**src/rtl/irq_coal_pkg.sv**
```systemverilog
package irq_coal_pkg;

  typedef enum logic [1:0] {
    SEL_STATUS = 2'd0,
    SEL_MASK   = 2'd1,
    SEL_DMA    = 2'd2,
    SEL_CFG    = 2'd3
  } wr_sel_e;

  localparam int BIT_RX       = 31;
  localparam int BIT_HWERR    = 29;
  localparam int BIT_PERIODIC = 28;
  localparam int BIT_TX       = 27;

  localparam int DMA_ERR   = 31;
  localparam int DMA_HIPRI = 30;
  localparam int DMA_RX1   = 17;
  localparam int DMA_RX0   = 16;
  localparam int DMA_TX1   = 1;
  localparam int DMA_TX0   = 0;

  localparam logic [31:0] SUMMARY_MASK =
    (32'd1 << BIT_RX) | (32'd1 << BIT_HWERR) | (32'd1 << BIT_TX);

  localparam logic [31:0] DMA_VALID_MASK =
    (32'd1 << DMA_ERR) | (32'd1 << DMA_HIPRI) | (32'd1 << DMA_RX1) |
    (32'd1 << DMA_RX0) | (32'd1 << DMA_TX1)   | (32'd1 << DMA_TX0);

endpackage

```
**src/rtl/irq_w1c_reg.sv**
```systemverilog
module irq_w1c_reg #(
  parameter int W = 32
) (
  input  logic         clk_i,
  input  logic         rst_ni,
  input  logic [W-1:0] set_i,
  input  logic [W-1:0] clr_i,
  output logic [W-1:0] q_o
);

  always_ff @(posedge clk_i or negedge rst_ni) begin
    if (!rst_ni) q_o <= '0;
    else         q_o <= (q_o & ~clr_i) | set_i;  // set wins
  end

  AST_SET_STICKS: assert property (@(posedge clk_i) disable iff (!rst_ni)
    (|set_i) |=> ((q_o & $past(set_i)) == $past(set_i)));

  AST_W1C_CLEARS: assert property (@(posedge clk_i) disable iff (!rst_ni)
    (|(clr_i & ~set_i)) |=> ((q_o & $past(clr_i & ~set_i)) == '0));

endmodule

```
**src/rtl/irq_unit_timer.sv**
```systemverilog
module irq_unit_timer #(
  parameter int UNIT_W      = 8,
  parameter int US_PER_UNIT = 32,
  parameter bit RELOAD      = 1'b0
) (
  input  logic              clk_i,
  input  logic              rst_ni,
  input  logic              start_i,
  input  logic [UNIT_W-1:0] units_i,
  input  logic              tick_i,
  output logic              expire_o,
  output logic              busy_o
);

  localparam int CNT_W = UNIT_W + $clog2(US_PER_UNIT);
  localparam logic [CNT_W-1:0] US_CNT = CNT_W'(US_PER_UNIT);
  localparam logic [CNT_W-1:0] ONE    = CNT_W'(1);

  logic [CNT_W-1:0] cnt_q;
  logic [CNT_W-1:0] load_val;

  assign load_val = {{(CNT_W-UNIT_W){1'b0}}, units_i} * US_CNT;

  always_ff @(posedge clk_i or negedge rst_ni) begin
    if (!rst_ni) begin
      cnt_q    <= '0;
      busy_o   <= 1'b0;
      expire_o <= 1'b0;
    end else begin
      expire_o <= 1'b0;
      if (start_i) begin
        cnt_q  <= load_val;
        busy_o <= (units_i != '0);
      end else if (busy_o && tick_i) begin
        if (cnt_q == ONE) begin
          expire_o <= 1'b1;
          if (RELOAD) begin
            cnt_q <= load_val;
          end else begin
            cnt_q  <= '0;
            busy_o <= 1'b0;
          end
        end else begin
          cnt_q <= cnt_q - ONE;
        end
      end
    end
  end

  AST_EXPIRE_AFTER_BUSY: assert property (@(posedge clk_i) disable iff (!rst_ni)
    expire_o |-> $past(busy_o));

  AST_BUSY_CNT_LIVE: assert property (@(posedge clk_i) disable iff (!rst_ni)
    busy_o |-> (cnt_q != '0));

endmodule

```
**src/rtl/irq_coal_ctrl.sv**
```systemverilog
module irq_coal_ctrl
  import irq_coal_pkg::*;
#(
  parameter int US_PER_UNIT = 32,
  parameter int UNIT_W      = 8
) (
  input  logic        clk_i,
  input  logic        rst_ni,
  input  logic        us_tick_i,
  input  logic [31:0] evt_i,
  input  logic [31:0] dma_evt_i,
  input  logic        wr_en_i,
  input  logic [1:0]  wr_sel_i,
  input  logic [31:0] wr_data_i,
  output logic        irq_o,
  output logic [31:0] status_o,
  output logic [31:0] dma_status_o
);

  logic              wr_stat, wr_mask, wr_dma, wr_cfg;
  logic [31:0]       mask_q;
  logic [UNIT_W-1:0] coal_q, per_q, per_units;
  logic [31:0]       main_q, main_set, main_clr, dma_set, dma_clr;
  logic              per_exp, per_busy, coal_exp, coal_busy, coal_start;
  logic              fired_q, any_pend, hipri;

  assign wr_stat = wr_en_i && (wr_sel_i == SEL_STATUS);
  assign wr_mask = wr_en_i && (wr_sel_i == SEL_MASK);
  assign wr_dma  = wr_en_i && (wr_sel_i == SEL_DMA);
  assign wr_cfg  = wr_en_i && (wr_sel_i == SEL_CFG);

  // summary positions are driven from the DMA register only
  assign main_set = (evt_i & ~SUMMARY_MASK) | (32'(per_exp) << BIT_PERIODIC);
  assign main_clr = wr_stat ? (wr_data_i & ~SUMMARY_MASK) : '0;
  assign dma_set  = dma_evt_i & DMA_VALID_MASK;
  assign dma_clr  = wr_dma ? wr_data_i : '0;

  irq_w1c_reg #(.W(32)) u_main (
    .clk_i(clk_i), .rst_ni(rst_ni), .set_i(main_set), .clr_i(main_clr), .q_o(main_q)
  );

  irq_w1c_reg #(.W(32)) u_dma (
    .clk_i(clk_i), .rst_ni(rst_ni), .set_i(dma_set), .clr_i(dma_clr), .q_o(dma_status_o)
  );

  always_comb begin
    status_o            = main_q;
    status_o[BIT_RX]    = dma_status_o[DMA_RX0] | dma_status_o[DMA_RX1] |
                          dma_status_o[DMA_HIPRI];
    status_o[BIT_TX]    = dma_status_o[DMA_TX0] | dma_status_o[DMA_TX1];
    status_o[BIT_HWERR] = dma_status_o[DMA_ERR];
  end

  // new period takes effect in the same cycle it is written
  assign per_units = wr_cfg ? wr_data_i[2*UNIT_W-1:UNIT_W] : per_q;

  irq_unit_timer #(.UNIT_W(UNIT_W), .US_PER_UNIT(US_PER_UNIT), .RELOAD(1'b1)) u_per (
    .clk_i(clk_i), .rst_ni(rst_ni), .start_i(wr_cfg), .units_i(per_units),
    .tick_i(us_tick_i), .expire_o(per_exp), .busy_o(per_busy)
  );

  assign any_pend   = |(status_o & mask_q);
  assign hipri      = dma_status_o[DMA_HIPRI] & mask_q[BIT_RX];
  assign coal_start = any_pend & ~coal_busy & ~fired_q & ~coal_exp & (coal_q != '0);

  irq_unit_timer #(.UNIT_W(UNIT_W), .US_PER_UNIT(US_PER_UNIT), .RELOAD(1'b0)) u_coal (
    .clk_i(clk_i), .rst_ni(rst_ni), .start_i(coal_start), .units_i(coal_q),
    .tick_i(us_tick_i), .expire_o(coal_exp), .busy_o(coal_busy)
  );

  always_ff @(posedge clk_i or negedge rst_ni) begin
    if (!rst_ni) begin
      mask_q  <= '0;
      coal_q  <= '0;
      per_q   <= '0;
      fired_q <= 1'b0;
    end else begin
      if (wr_mask) mask_q <= wr_data_i;
      if (wr_cfg) begin
        coal_q <= wr_data_i[UNIT_W-1:0];
        per_q  <= wr_data_i[2*UNIT_W-1:UNIT_W];
      end
      fired_q <= any_pend ? (fired_q | coal_exp) : 1'b0;
    end
  end

  assign irq_o = any_pend & (fired_q | coal_exp | (coal_q == '0) | hipri);

  AST_IRQ_NEEDS_PENDING: assert property (@(posedge clk_i) disable iff (!rst_ni)
    irq_o |-> (|(status_o & mask_q)));

  AST_HIPRI_BYPASS: assert property (@(posedge clk_i) disable iff (!rst_ni)
    (dma_status_o[DMA_HIPRI] && mask_q[BIT_RX]) |-> irq_o);

  AST_PERIODIC_OFF_IDLE: assert property (@(posedge clk_i) disable iff (!rst_ni)
    (per_q == '0) |-> !per_busy);

endmodule

```
**config.mk**
```make
export PLATFORM = sky130hd
export DESIGN_NAME = irq_coal_ctrl
export DESIGN_NICKNAME = d
export VERILOG_FILES = /design/src/rtl/irq_coal_pkg.sv /design/src/rtl/irq_w1c_reg.sv /design/src/rtl/irq_unit_timer.sv /design/src/rtl/irq_coal_ctrl.sv
export SDC_FILE = /design/constraint.sdc
export NUM_CORES = 1
export LEC_CHECK = 0
export CAP_MARGIN = 15
export CORE_ASPECT_RATIO = 1.75
export CORE_UTILIZATION = 45
export DETAILED_ROUTE_END_ITERATION = 16
export GPL_ROUTABILITY_DRIVEN = 0
export PLACE_DENSITY = 0.75
export SLEW_MARGIN = 20
export SYNTH_ARGS = -nofsm -noshare
export SYNTH_HDL_FRONTEND = slang
export SYNTH_SLANG_ARGS = --single-unit
```
**constraint.sdc**
```tcl
create_clock -name clk_i -period 4 [get_ports clk_i]
set_input_delay 1 -clock clk_i [delete_from_list [all_inputs] [get_ports clk_i]]
set_output_delay 1 -clock clk_i [all_outputs]
set_load 0.01 [all_outputs]
```
==> impl_metrics.csv, run 1 <==
group,metric,value,unit
run_status,status,"finished clean",
sta,worst_pin_slew,0.926,ns
final_layout,fin_nets,803,
power,swShare,30.2,%
final_layout,drive_above_1_share,13.0,%
yosys,synth_seq_cells,140,
final_layout,nFillCells,1053,
setup_path,start_kind,"flop",
drt,drtAntennaViolNets,0,
cts,clkSinkCount,140,
drt,dr.first_iter.drc_count,254,
yosys,syn_nets,664,
setup_path,path_class,"flop to output port",
power,leakagePower,3.44,nW
sta,hold-worst-slack,0.485,ns
cts,cts_resized,0,
setup_path,cp_data_arrival_time,2.77,ns
yosys,ys_warn_count,0,
sta,relSlewSlack,38.1,%
die,start_util,46.0,%
power,power_switching,0.00132,W
grt,grt_pass1_wl,26500,um
drt,drt_pre_antenna_iters,5,
final_layout,utilization,62.5,%
yosys,netlist_area,6120,um^2
power,p_int,0.00306,W
drt,num_vias,4949,
die,ioPinCount,167,
place,portBuffers,137,
sta,setup_viol,0,
power,power_density,526,nW/um^2
yosys,netlist_top_cells_count,"dfrtp_1 (140), nand2_1 (94), a21o_1 (36)",
setup_path,crit_chain,"a22oi_1 > nand4_1 > or4_1 > nor2_1 > a31oi_1 > clkdlybuf4s50_1",
yosys,synth-simple-area-share,14.4,%
cts,tritoncts,"yes",
yosys,synth.yosys.seq_area_share,57.2,%
power,comb_power_share,20.2,%
sta,setup_tns,0,ns
power,pwr-share-clk,37.8,%
drt,routed_wirelength,16200,um
cts,clk_latency,0.42,ns
setup_path,cp_max_fo,6,
drt,drt-vias-per-instance,5.60,
hold_path,hold_class,"flop to flop",
cts,htree_levels,4,
grt,first_global_vias,5296,
setup_path,critical-path-top-delay-family,"simple AND/OR/NAND/NOR gates",
setup_path,cp.depth,6,
drt,route.detailed.wl_per_inst,18.3,um
setup_path,crit_path_end_kind,"output port",
yosys,synth_compound_area_share,17.7,%
yosys,synth_edf_count,0,
yosys,synth_area_leader_cell,"dfrtp_1",
sta,fmax,0.265,GHz
power,peakVddDrop,361,uV
yosys,yosysMostFrequentCell,"dfrtp_1",
yosys,synthMuxAreaShare,6.58,%
yosys,yosysTopAreaCellShare,57.2,%
die,die_h,156,um
hold_path,hold_path_depth,2,
drt,drcViolationCount,0,
die,placementRows,56,
sta,min_period_over_period,94.3,%
yosys,synthXorXnorAreaFrac,0.715,%
yosys,synthAdderAreaFrac,0.817,%
sta,fin_ws,0.227,ns
sta,maxSlewViolCount,0,
yosys,netlist_instances,558,
grt,grt-ovfl-total,0,
yosys,synth.distinct_cells,55,
yosys,synth_area_per_cell,11.0,um^2
die,die_area,14100,um^2
sta,fin_crit,3.77,ns
die,core-area,13300,um^2
die,chipWidth,90.2,um
final_layout,syn_to_final_growth,35.9,%
setup_path,path_buf_inv,1,
cts,postCtsHoldBufs,0,
setup_path,cp_data_required_time,3.00,ns
flow_run,max_cap_viol_count,0,
sta,fin_skew,0.0112,ns
yosys,async_flop_share,100,%
grt,grt_max_degree,91,
cts,cts_setup_buffers,0,
yosys,yosys-top-cells-area,"dfrtp_1 (57%), mux2_2 (6.3%), nand2_1 (5.8%), a21o_1 (4.4%), a21boi_0 (3.2%)",
cts,tritoncts.num_buffers,17,
place,place_ws,0.644,ns
grt,grt_use_total,24.1,%
setup_path,slowest_stage,"or4_1",
cts,cts_buffer_depth,2,
cts,clk_pin_slew,0.06,ns
place,hpwl,11700,um
cts,cts_root_buf,"clkbuf_16",
sta,hold_viol,0,
yosys,synth_top_family_by_area,"compound AO/OA/AOI/OAI gates",
final_layout,antenna_cells,0,
setup_path,max_stage_delay,0.68,ns
setup_path,ff2ff_path_depth,7,
sta,grt_setup_unrepaired,"false",
yosys,synth_flop_cell,"dfrtp_1",
power,p_seq_share,42.0,%
grt,antenna_found_initial,0,
[path summary, 6_finish.rpt]
kind | endpoint | slack (ns) | from
max | irq_o | 0.23 | u_main.q_o[2]$_DFF_PN0_
min | per_q[6]$_DFF_PN0_ | 0.48 | per_q[6]$_DFF_PN0_
max reg2reg | u_per.cnt_q[6]$_DFFE_PN0P_ | 1.34 | u_per.cnt_q[1]$_DFFE_PN0P_
min reg2reg | per_q[6]$_DFF_PN0_ | 0.48 | per_q[6]$_DFF_PN0_
max in group asynchronous | mask_q[4]$_DFFE_PN0P_ | 2.53 | rst_ni
min in group asynchronous | u_coal.cnt_q[12]$_DFFE_PN0P_ | 0.63 | rst_ni
[flip-flops by register name, summed over array words and instances (netlist names)]
name             flops
fired_q              1
u_coal.cnt_q        13
u_per.cnt_q         13
mask_q              32
u_dma.q_o           32
u_main.q_o          29
u_coal.busy_o        1
u_per.expire_o       1
u_coal.expire_o      1
u_per.busy_o         1
coal_q               8
per_q                8
[area by class of cell]
type	count	area (um^2)	share of cell area (%)
clock buffer	18	439	5.28
sequential	140	3500	42.1
timing repair buffer	146	1450	17.5
tap	174	218	2.62
clock inverter	14	184	2.21
inverter	12	45.0	0.542
multi-input combinational	380	2480	29.8
[layer usage]
metal | part of all wire [%] | wire, um | global-route usage (%)
met1 | 38 | 6180 | 27.2
met2 | 54 | 8770 | 42.7
met3 | 4.2 | 687 | 5.34
met4 | 3.4 | 556 | 12.1
met5 | 0 | 0 | 0
[cell usage in the layout, fill, tap and decap left out, types with 4 or more instances in the layout]
master	n
or4_1	4
dfrtp_1	140
clkdlybuf4s50_1	136
o21ai_0	14
nor4_1	9
inv_1	12
ha_1	4
nand3_1	4
nor3_1	17
mux2_2	34
nand4_1	7
clkbuf_16	17
a21boi_0	26
a31oi_1	4
buf_4	8
or3_1	5
o211ai_1	9
a22oi_1	18
a21o_1	36
nor2_1	30
clkinv_4	6
nand2_1	94
a21oi_1	13
[stage by stage]
| step | std cells | total power [W] | cell area [um^2] |
|---|---|---|---|
| 3_3_place_gp | 852 | 0.00268 | 7690 |
| 4_1_cts | 884 | 0.00439 | 8310 |
| 5_1_grt | 884 | 0.00459 | 8320 |
| 6_report | 884 | 0.00438 | 8320 |
| 2_1_floorplan | 558 | 0.00240 | 6120 |
| 3_5_place_dp | 852 | 0.00273 | 7690 |
[worst register-to-register path: cells and delay by family, from the launching register on]
family | cells | cell delay (ns)
simple gates | 2 | 1.34
compound gates | 3 | 0.54
flops | 1 | 0.40
fa+ha+maj | 1 | 0.15
buf+inv | 1 | 0.09
[cells by family (layout without fill, tap and decap cells)]
group           after synthesis  count (layout)
simple gates                187             187
compound gates              148             148
flops                       140             140
buf+inv                      38             190
mux                          36              36
xor+xnor                      5               5
fa+ha+maj                     4               4
[power by group through the flow]
stage	combinational [W]	sequential (W)	clock, W
floorplan	0.000598	0.00180	0
global placement	0.000843	0.00184	0
detailed placement	0.000877	0.00186	0
CTS	0.000884	0.00183	0.00167
global route	0.000989	0.00187	0.00173
finish	0.000885	0.00184	0.00165
(Power assumes the default switching activity.)
==> inputs of run 2 (changes only) <==
--- a/config.mk
+++ b/config.mk
@@ -11,7 +11,8 @@
 export DETAILED_ROUTE_END_ITERATION = 16
 export GPL_ROUTABILITY_DRIVEN = 0
 export PLACE_DENSITY = 0.75
-export SLEW_MARGIN = 20
+export REMOVE_ABC_BUFFERS = 1
+export SLEW_MARGIN = 15
 export SYNTH_ARGS = -nofsm -noshare
 export SYNTH_HDL_FRONTEND = slang
 export SYNTH_SLANG_ARGS = --single-unit
==> impl_metrics.csv, run 2 (same netlist as run 1, synthesis figures left out) <==
group,metric,value,unit
power,leakagePower,3.40,nW
drt,drt-vias-per-instance,5.65,
grt,grt-ovfl-total,0,
drt,dr.first_iter.drc_count,421,
die,core-area,13300,um^2
die,placementRows,56,
sta,relSlewSlack,25.1,%
cts,htree_levels,4,
sta,setup_tns,0,ns
cts,cts_setup_buffers,0,
sta,maxSlewViolCount,0,
grt,antenna_found_initial,0,
cts,clkSinkCount,140,
drt,routed_wirelength,16400,um
die,die_h,156,um
setup_path,cp_data_arrival_time,2.78,ns
power,power_density,515,nW/um^2
final_layout,seq_area,3500,um^2
sta,worst_pin_slew,1.12,ns
setup_path,r2r_slack,1.29,ns
cts,postCtsHoldBufs,0,
setup_path,rr_startpoint,"u_per.cnt_q[1]$_DFFE_PN0P_",
final_layout,top_regs,"mask_q (32), u_dma.q_o (32), u_main.q_o (29)",
place,hpwl,11500,um
sta,hold_viol,0,
cts,tritoncts.num_buffers,17,
cts,tritoncts,"yes",
setup_path,max_stage_delay,0.65,ns
setup_path,slowest_stage,"or4_1",
sta,fin_skew,0.0138,ns
final_layout,syn_to_final_growth,34.6,%
flow_run,max_cap_viol_count,0,
final_layout,final_cell_mix,"dfrtp_1 (140), clkdlybuf4s50_1 (136), nand2_1 (94), a21o_1 (36), mux2_2 (34)",
final_layout,nFillCells,1084,
setup_path,path_class,"flop to output port",
final_layout,fin_nets,800,
cts,cts_resized,0,
drt,num_vias,4974,
die,die_area,14100,um^2
sta,min_period_over_period,94.4,%
cts,cts_root_buf,"clkbuf_16",
place,portBuffers,137,
place,dp_cells,849,
sta,setup_viol,0,
power,power,0.00425,W
place,place_ws,0.636,ns
grt,first_global_vias,5357,
die,chipWidth,90.2,um
grt,grt_max_degree,91,
cts,clk_pin_slew,0.06,ns
sta,hold-worst-slack,0.472,ns
final_layout,layout_commonest_cell,"dfrtp_1",
drt,route.detailed.wl_per_inst,18.6,um
cts,cts_buffer_depth,2,
sta,fin_crit,3.78,ns
final_layout,antenna_cells,0,
setup_path,cp_data_required_time,3.00,ns
grt,grt_pass1_wl,26700,um
run_status,status,"finished clean",
final_layout,finalNonFillerCells,881,
hold_path,min_from,"u_per.expire_o$_DFF_PN0_",
setup_path,crit_chain,"a22oi_1 > nand4_1 > or4_1 > nor2_1 > a31oi_1 > clkdlybuf4s50_1",
cts,clk_latency,0.42,ns
sta,fin_ws,0.225,ns
drt,drcViolationCount,0,
drt,drtAntennaViolNets,0,
sta,fmax,0.265,GHz
die,ioPinCount,167,
sta,grt_setup_unrepaired,"false",
setup_path,cp_max_fo,6,
final_layout,drive_above_1_share,12.4,%
setup_path,start_kind,"flop",
grt,grt_use_total,24.4,%
setup_path,crit_path_end_kind,"output port",
drt,drt_pre_antenna_iters,11,
power,peakVddDrop,350,uV
die,start_util,46.0,%
final_layout,multi_input_area,2470,um^2
setup_path,cp-startpoint,"u_main.q_o[3]$_DFF_PN0_",
hold_path,hold_class,"flop to flop",
==> run 2: through the flow <==
stage          utilization (%)  cell area [um^2]
6_report                  61.9              8240
5_1_grt                   61.9              8240
4_1_cts                   61.9              8240
3_5_place_dp              57.6              7670
3_3_place_gp              57.6              7670
2_1_floorplan                -              6010
==> run 2: metal layers <==
metal / vias to the layer above / global-route usage [%] / wire length, um
met5: - / 0 / 0
met4: 0 / 13.9 / 755
met3: 53 / 5.54 / 803
met2: 200 / 42.1 / 8580
met1: 2444 / 27.7 / 6260
li1: 2277 / - / -
==> run 2: area by class of cell <==
class                   count  share of cell area (%)
flip-flops and latches    140                    42.5
well taps                 174                    2.64
clock inverters            13                    1.43
multi-input cells         380                    30.0
inverters                  12                   0.547
repair buffers            143                    17.4
clock buffers              19                    5.50
==> run 2: worst paths after layout <==
path,end,cells after the start
setup reg to reg,u_per.cnt_q[6]$_DFFE_PN0P_,7
hold / removal,u_main.q_o[28]$_DFF_PN0_,1
min in group asynchronous,u_dma.q_o[4]$_DFF_PN0_,1
max in group asynchronous,u_dma.q_o[9]$_DFF_PN0_,2
hold reg to reg,u_main.q_o[28]$_DFF_PN0_,1
setup / recovery,irq_o,6
==> run 2: worst max-delay path: cells and delay by family, from the launching register on <==
family	cells	cell delay, ns
and+or+nand+nor	3	1.02
buffers and inverters	1	0.53
AOI/OAI and AO/OA	2	0.41
DFF	1	0.40
==> run 2: power by group <==
group | switching (W) | internal, W | total (W)
Clock | 0.000618 | 0.000891 | 0.00151
Sequential | 0.000207 | 0.00163 | 0.00184
Combinational | 0.000483 | 0.000415 | 0.000898
==> inputs of run 3 (changes only) <==
--- a/config.mk
+++ b/config.mk
@@ -5,6 +5,7 @@
 export SDC_FILE = /design/constraint.sdc
 export NUM_CORES = 1
 export LEC_CHECK = 0
+export ABC_CLOCK_PERIOD_IN_PS = 4000
 export CAP_MARGIN = 15
 export CORE_ASPECT_RATIO = 1.75
 export CORE_UTILIZATION = 45
==> results of run 3 <==
The final DEF is identical to that of run 2; final timing and power are the same.
